==> src/rtl/piso_pkg.sv <==
package piso_pkg;
  localparam int unsigned DEF_STAGES     = 8;
  localparam int unsigned DEF_SYNC_DEPTH = 2;

  typedef enum logic [1:0] {
    OP_IDLE  = 2'd0,
    OP_LOAD  = 2'd1,
    OP_SHIFT = 2'd2
  } stage_op_e;
endpackage

==> src/rtl/piso_sync.sv <==
module piso_sync #(
  parameter int unsigned W     = 1,
  parameter int unsigned DEPTH = 2,
  parameter logic [W-1:0] RST_VAL = '0
) (
  input  logic         clk,
  input  logic         rst,
  input  logic [W-1:0] d,
  output logic [W-1:0] q
);
  logic [W-1:0] pipe [DEPTH];

  always_ff @(posedge clk) begin
    if (rst) begin
      for (int i = 0; i < DEPTH; i++) pipe[i] <= RST_VAL;
    end else begin
      pipe[0] <= d;
      for (int i = 1; i < DEPTH; i++) pipe[i] <= pipe[i-1];
    end
  end

  assign q = pipe[DEPTH-1];
endmodule

==> src/rtl/piso_edge.sv <==
module piso_edge (
  input  logic clk,
  input  logic rst,
  input  logic clk_s,
  input  logic hold_s,
  output logic fire_o
);
  logic gated;
  logic gated_d;

  assign gated = clk_s | hold_s;

  always_ff @(posedge clk) begin
    if (rst) gated_d <= 1'b0;
    else     gated_d <= gated;
  end

  assign fire_o = gated & ~gated_d;

  AST_FIRE_SINGLE: assert property (@(posedge clk) disable iff (rst)
    fire_o |=> !fire_o);
  AST_NO_FIRE_WHILE_HIGH: assert property (@(posedge clk) disable iff (rst)
    ($past(gated) && gated) |-> !fire_o);
endmodule

==> src/rtl/piso_stages.sv <==
module piso_stages
  import piso_pkg::*;
#(
  parameter int unsigned N = DEF_STAGES
) (
  input  logic          clk,
  input  logic          rst,
  input  stage_op_e     op,
  input  logic          ser,
  input  logic [N-1:0]  par,
  output logic [N-1:0]  stg_o
);
  function automatic logic [N-1:0] shift_next(input logic [N-1:0] cur, input logic s);
    shift_next = {cur[N-2:0], s};
  endfunction

  logic [N-1:0] stg;
  logic [N-1:0] stg_nxt;

  always_comb begin
    unique case (op)
      OP_LOAD:  stg_nxt = par;
      OP_SHIFT: stg_nxt = shift_next(stg, ser);
      default:  stg_nxt = stg;
    endcase
  end

  always_ff @(posedge clk) begin
    if (rst) stg <= '0;
    else     stg <= stg_nxt;
  end

  assign stg_o = stg;

  AST_RESET_CLEAR: assert property (@(posedge clk)
    rst |=> stg == '0);
  AST_IDLE_HOLDS: assert property (@(posedge clk) disable iff (rst)
    (op == OP_IDLE) |=> $stable(stg));
endmodule

==> src/rtl/piso_gated_shreg.sv <==
module piso_gated_shreg
  import piso_pkg::*;
#(
  parameter int unsigned STAGES     = DEF_STAGES,
  parameter int unsigned SYNC_DEPTH = DEF_SYNC_DEPTH
) (
  input  logic              clk,
  input  logic              rst,
  input  logic              shift_clk_i,
  input  logic              clk_hold_i,
  input  logic              load_n_i,
  input  logic              ser_i,
  input  logic [STAGES-1:0] par_i,
  output logic              ser_q_o,
  output logic              ser_qn_o
);
  localparam int unsigned BUS_W = STAGES + 4;
  localparam logic [BUS_W-1:0] SYNC_RST = {1'b1, {(BUS_W-1){1'b0}}};

  logic [BUS_W-1:0]  raw_bus;
  logic [BUS_W-1:0]  syn_bus;
  logic              s_load_n;
  logic              s_hold;
  logic              s_clk;
  logic              s_ser;
  logic [STAGES-1:0] s_par;
  logic              fire;
  stage_op_e         op;
  logic [STAGES-1:0] stages;

  assign raw_bus = {load_n_i, clk_hold_i, shift_clk_i, ser_i, par_i};

  piso_sync #(.W(BUS_W), .DEPTH(SYNC_DEPTH), .RST_VAL(SYNC_RST)) sync_i (
    .clk (clk),
    .rst (rst),
    .d   (raw_bus),
    .q   (syn_bus)
  );

  assign {s_load_n, s_hold, s_clk, s_ser, s_par} = syn_bus;

  piso_edge edge_i (
    .clk    (clk),
    .rst    (rst),
    .clk_s  (s_clk),
    .hold_s (s_hold),
    .fire_o (fire)
  );

  always_comb begin
    if (!s_load_n)  op = OP_LOAD;
    else if (fire)  op = OP_SHIFT;
    else            op = OP_IDLE;
  end

  piso_stages #(.N(STAGES)) stages_i (
    .clk   (clk),
    .rst   (rst),
    .op    (op),
    .ser   (s_ser),
    .par   (s_par),
    .stg_o (stages)
  );

  assign ser_q_o  = stages[STAGES-1];
  assign ser_qn_o = ~stages[STAGES-1];

  AST_LOAD_SHOWS_H: assert property (@(posedge clk) disable iff (rst)
    !s_load_n |=> ser_q_o == $past(s_par[STAGES-1]));
  AST_SHIFT_MOVES: assert property (@(posedge clk) disable iff (rst)
    (fire && s_load_n) |=> ser_q_o == $past(stages[STAGES-2]));
  AST_SHIFT_ENTRY: assert property (@(posedge clk) disable iff (rst)
    (fire && s_load_n) |=> stages[0] == $past(s_ser));
  AST_LOAD_WINS: assert property (@(posedge clk) disable iff (rst)
    (fire && !s_load_n) |=> stages == $past(s_par));
  AST_COMPLEMENT: assert property (@(posedge clk) disable iff (rst)
    ser_qn_o != ser_q_o);
endmodule

==> config.mk <==
export PLATFORM = sky130hd
export DESIGN_NAME = piso_gated_shreg
export DESIGN_NICKNAME = d
export VERILOG_FILES = /design/src/rtl/piso_pkg.sv /design/src/rtl/piso_sync.sv /design/src/rtl/piso_edge.sv /design/src/rtl/piso_stages.sv /design/src/rtl/piso_gated_shreg.sv
export SDC_FILE = /design/constraint.sdc
export NUM_CORES = 1
export LEC_CHECK = 0
export BUFFER_PORTS_ARGS = -buffer_cell sky130_fd_sc_hd__buf_2
export CAP_MARGIN = 15
export CORE_UTILIZATION = 44
export CTS_CLUSTER_DIAMETER = 30
export DETAILED_ROUTE_END_ITERATION = 12
export PLACE_DENSITY = 0.71
export SETUP_SLACK_MARGIN = 0.4
export SYNTH_ARGS = -nofsm -noshare
export SYNTH_HDL_FRONTEND = slang
export SYNTH_SLANG_ARGS = --single-unit
==> constraint.sdc <==
create_clock -name clk -period 2.2 [get_ports clk]
set_clock_uncertainty 0.05 [all_clocks]
set_input_delay 0.44 -clock clk [delete_from_list [all_inputs] [get_ports clk]]
set_output_delay 0.44 -clock clk [all_outputs]
set_load 0.05 [all_outputs]
Yosys cells after proc, flatten, opt, wreduce, memory -nomap -nowiden
Memory sizes are Yosys's and may differ from the RTL's.
Cells that the tools add are included.
Widths: inputs -> output; s select.
- register bits: 9
- memory bits (writable): 24
- bits of input ports: 14
- output and inout bits: 2
- logic and storage cells: 20
- memories kept: 1
- equal/unequal tests: 2
- muxes and demuxes: 8
- bitwise gates (word level): 6
- reductions and logical operators: 1
- memories (memory ; depth ; bits a word ; rd ports ; clocked after Yosys merged registers in ; wr ports ; line ; text):
    sync_i.pipe ; 2 ; 12 ; 2 ; 0 ; 2 ; piso_sync.sv:11 ; logic [W-1:0] pipe [DEPTH];
- operator list (cell ; count):
    $mux 12 ; 2
    $pmux 8 s2 ; 1
    $mux 2 ; 2
    $mux 1 ; 3
    $or 1x1->1 ; 3
    $eq 2x1->1 const B ; 1
    $eq 2x2->1 const B ; 1
    $not 1->1 ; 2
    $reduce_bool 2->1 ; 1
    $and 1x1->1 ; 1

Logic depth before layout (Yosys ltp)
- depth after elaboration: 6
- mapped depth: 4
- mapped depth without buffers: 3

By module
Synthesis repeated with hierarchy kept, for this count alone.
- cells, all modules: 105
- area total of the unflattened synthesis: 1183.6 um^2
- modules (own cells, without submodules) (module ; instances ; cells an instance ; area an instance (um^2) ; sequential area each (um^2)):
    piso_sync ; 1 ; 62 ; 740.7 ; 480.5
    piso_stages ; 1 ; 37 ; 389.1 ; 160.2
    piso_edge ; 1 ; 3 ; 40.0 ; 20.0
    piso_gated_shreg ; 1 ; 3 ; 13.8 ; 0.0

Worst setup path before layout
No wires, ideal clock.
- path type: register to output
- start point: register stages_i.stg[7] (netlist: stages_i.stg_o[7])
- end point: output port ser_qn_o
- arrival: 0.979 ns
- data required time: 1.710 ns
- slack: 0.731 ns
- stages on the path, launching flop included: 2
- buffers on the path: 0
- cells stage by stage: dfxtp_1 -> inv_1
- word-level cells in the longest chain between the ends: 1
- ends and longest elaborated chain (item ; line ; text):
    start: declaration ; piso_stages.sv:17 ; logic [N-1:0] stg;
    start signal: assignment ; piso_stages.sv:30 ; else stg <= stg_nxt;
    $not 1->1 ; piso_gated_shreg.sv:66 ; assign ser_qn_o = ~stages[STAGES-1];
    end: declaration ; piso_gated_shreg.sv:15 ; output logic ser_qn_o
Every way passes these cells.

Final worst setup path
- start point: register stages_i.stg[7] (netlist: stages_i.stg_o[7])
- end point: output port ser_q_o
- RTL lines (item ; line ; text):
    end: declaration ; piso_gated_shreg.sv:14 ; output logic ser_q_o,
No word-level cell between the ends.

==> impl_metrics.py <==
metrics = {
    "status": {
        "status": "finished clean",
    },
    "synthesis": {
        "synth_fa_ha_area_share_pct": 0,
        "synthDistinctLibCells": 13,
        "yosys.area_share.simple_pct": 23.9,
        "muxShareOfSynthArea_pct": 0,
        "synth-seq-cells": 33,
        "synth.cells.most_frequent": "33 x dfxtp_1, 22 x nor2b_1, 16 x nand2_1, 10 x nor2_1, 8 x a311oi_1",
        "synthFlopType": "dfxtp_1",
        "ys_seq_area_share_pct": 63.7,
        "synth_top_area_cell": "dfxtp_1",
        "syn_inst": 100,
        "synth.most_common_cell": "dfxtp_1",
        "avgSynthCellArea_um2": 10.4,
        "synth-edff-count": 0,
        "syn_nets": 114,
        "synth.top_cell.area_share_pct": 63.7,
        "synth-compound-area-share_pct": 8.81,
        "synth_top_family_by_area": "simple AND/OR/NAND/NOR gates",
        "async_flop_share_pct": 0,
        "synthTopCellsByArea": "dfxtp_1 64%, nor2b_1 13%, a311oi_1 6.8%, nand2_1 5.8%, nor2_1 3.6%",
        "synth_area_um2": 1040,
        "synth-xor-area-share_pct": 0,
        "yosysWarnings": 0,
    },
    "pwr": {
        "peakVddDrop_uv": 563,
        "p_per_area_nw_per_um2": 880,
        "cellLeakagePower_nw": 0.472,
    },
    "global_routing": {
        "grt_max_degree": 34,
        "antenna_found_initial": 0,
        "grt_overflow_total": 0,
        "grt_pass1_vias": 530,
        "grt_pass1_wl_um": 2180,
        "track_usage_pct": 12.9,
    },
    "setup_path": {
        "regToRegEndpoint": "stages_i.stg_o[0]",
        "r2r_slack_ps": 1040,
        "critical_path_class": "register to output port",
        "crit_fanout": 3,
        "cp.required_ps": 1710,
        "cp-end-kind": "output port",
        "crit_path_start_kind": "register",
        "r2r_start": "sync_i.pipe[0][22]",
        "critical-path-top-delay-family": "flip-flops",
        "path_cells": "buf_2",
        "reg2reg_depth": 3,
        "cp_slowest_stage_delay_ps": 360,
        "cp_slowest_cell": "dfxtp_1",
        "critPathBufInv": 1,
        "cp_data_arrival_time_ps": 950,
    },
    "clocking": {
        "clock_path_buffers": 2,
        "ctsResizeCount": 0,
        "post_cts.repair.setup_buffers": 0,
        "cts_buffers": 5,
        "ctsRootBufferMaster": "clkbuf_4",
        "h-tree-depth": 2,
        "path_clk_slew_ps": 90,
        "cts_hold_buf": 0,
        "cts_tree": "built",
        "worstSkewPairLatency_ps": 330,
        "clkSinkCount": 33,
    },
    "worst_hold_path": {
        "hp-start": "load_n_i",
        "hp-class": "input port to register",
        "hold_depth": 2,
        "whs_endpoint": "sync_i.pipe[0][11]",
    },
    "sta": {
        "hold_violations": 0,
        "period_share_pct": 65.7,
        "worst_pin_slew_ps": 512,
        "slew_headroom_pct": 65.9,
        "setup_viol": 0,
        "post-route-min-period_ps": 1440,
        "finalWorstSetupSlack_ps": 755,
        "rsz0062_at_grt": "no",
        "fin_tns_setup_ps": 0,
        "max_freq_mhz": 692,
        "finalMaxSlewViolations": 0,
    },
    "cells_and_area": {
        "finalNetCount": 130,
        "antenna_cells": 0,
        "syn2layout_area_growth_pct": 12.7,
        "final_util_pct": 52.8,
        "fillers": 209,
        "multiInputGateArea_um2": 339,
        "seq_area_um2": 661,
        "drive_gt1_share_pct": 21.6,
    },
    "floorplan": {
        "rows": 17,
        "fp.coreArea_um2": 2210,
        "io_pins": 16,
        "die_y_um": 50.6,
        "die_width_um": 50.6,
        "die_area_um2": 2560,
        "start_util_pct": 46.9,
    },
    "detailed_routing": {
        "vias": 665,
        "viasPerCell": 4.62,
        "drt-initial-drc-count": 1,
        "drc_errors": 0,
        "firstDrtPassIters": 4,
        "routed_wl_um": 1260,
        "ant_nets": 0,
        "wl_per_cell_um": 8.72,
    },
    "placed_design": {
        "place_congestion": 0.690,
        "port_buffers": 15,
        "dp_slack_ps": 958,
        "dp_hpwl_um": 794,
    },
    "run": {
        "maxCapViolCount": 0,
    },
}
## area by class of cell
type | count | area share, %
Clock buffer | 7 | 4.71
Inverter | 1 | 0.321
Multi-Input combinational cell | 60 | 29.0
Sequential cell | 33 | 56.5
Tap cell | 28 | 3.00
Timing Repair Buffer | 15 | 6.42
## metal layers
layer	GRT usage, %	part of all wire (%)
met1	12.5	42
met2	18.2	45
met3	5.45	7.2
met4	16.7	5.3
met5	0	0
## cell usage in the layout, fill, tap and decap left out
master / count
a311oi_1: 8
buf_2: 15
clkbuf_1: 1
clkbuf_4: 5
clkbuf_8: 1
dfxtp_1: 33
inv_1: 1
nand2_1: 16
nor2_1: 10
nor2b_1: 22
o21ba_2: 1
o21bai_2: 1
or2_2: 2
## worst max path at each step
stage / end / slack, ps / cells past startpoint / start
CTS: ser_q_o / 740 / 1 / stages_i.stg_o[7]
global placement: sync_i.pipe[0][23] / 970 / 2 / rst
floorplan: ser_qn_o / 730 / 1 / stages_i.stg_o[7]
finish: ser_q_o / 760 / 1 / stages_i.stg_o[7]
detailed placement: sync_i.pipe[0][23] / 960 / 2 / rst
global route: ser_qn_o / 710 / 2 / stages_i.stg_o[7]
## logic make-up (layout without fill, tap and decap cells)
group,after synthesis,in the layout
simple gates,50,50
buf+inv,7,23
compound gates,10,10
flops,33,33
## report_power, final
group | switching, mW | internal [mW]
clock | 0.177 | 0.151
sequential | 0.0118 | 0.626
combinational | 0.0328 | 0.0296
total | 0.221 | 0.807
## metrics by stage
| stage | area, µm² | hold slack (ps) | power (mW) | std cells |
|---|---|---|---|---|
| final | 1170 | 241 | 1.03 | 144 |
| after global routing | 1170 | 227 | 1.07 | 144 |
| after CTS | 1170 | 229 | 1.04 | 144 |
| after detailed placement | 1110 | 345 | 0.715 | 137 |
| after global placement | 1110 | 341 | 0.713 | 137 |
| after floorplan | 1040 | 339 | 0.699 | 100 |
## flip-flops by register name, summed over array words and instances, names as in the netlist
| register | flops |
|---|---|
| sync_i.pipe | 24 |
| stages_i.stg_o | 8 |
| edge_i.gated_d | 1 |
Power figures use the tool's default switching activity.
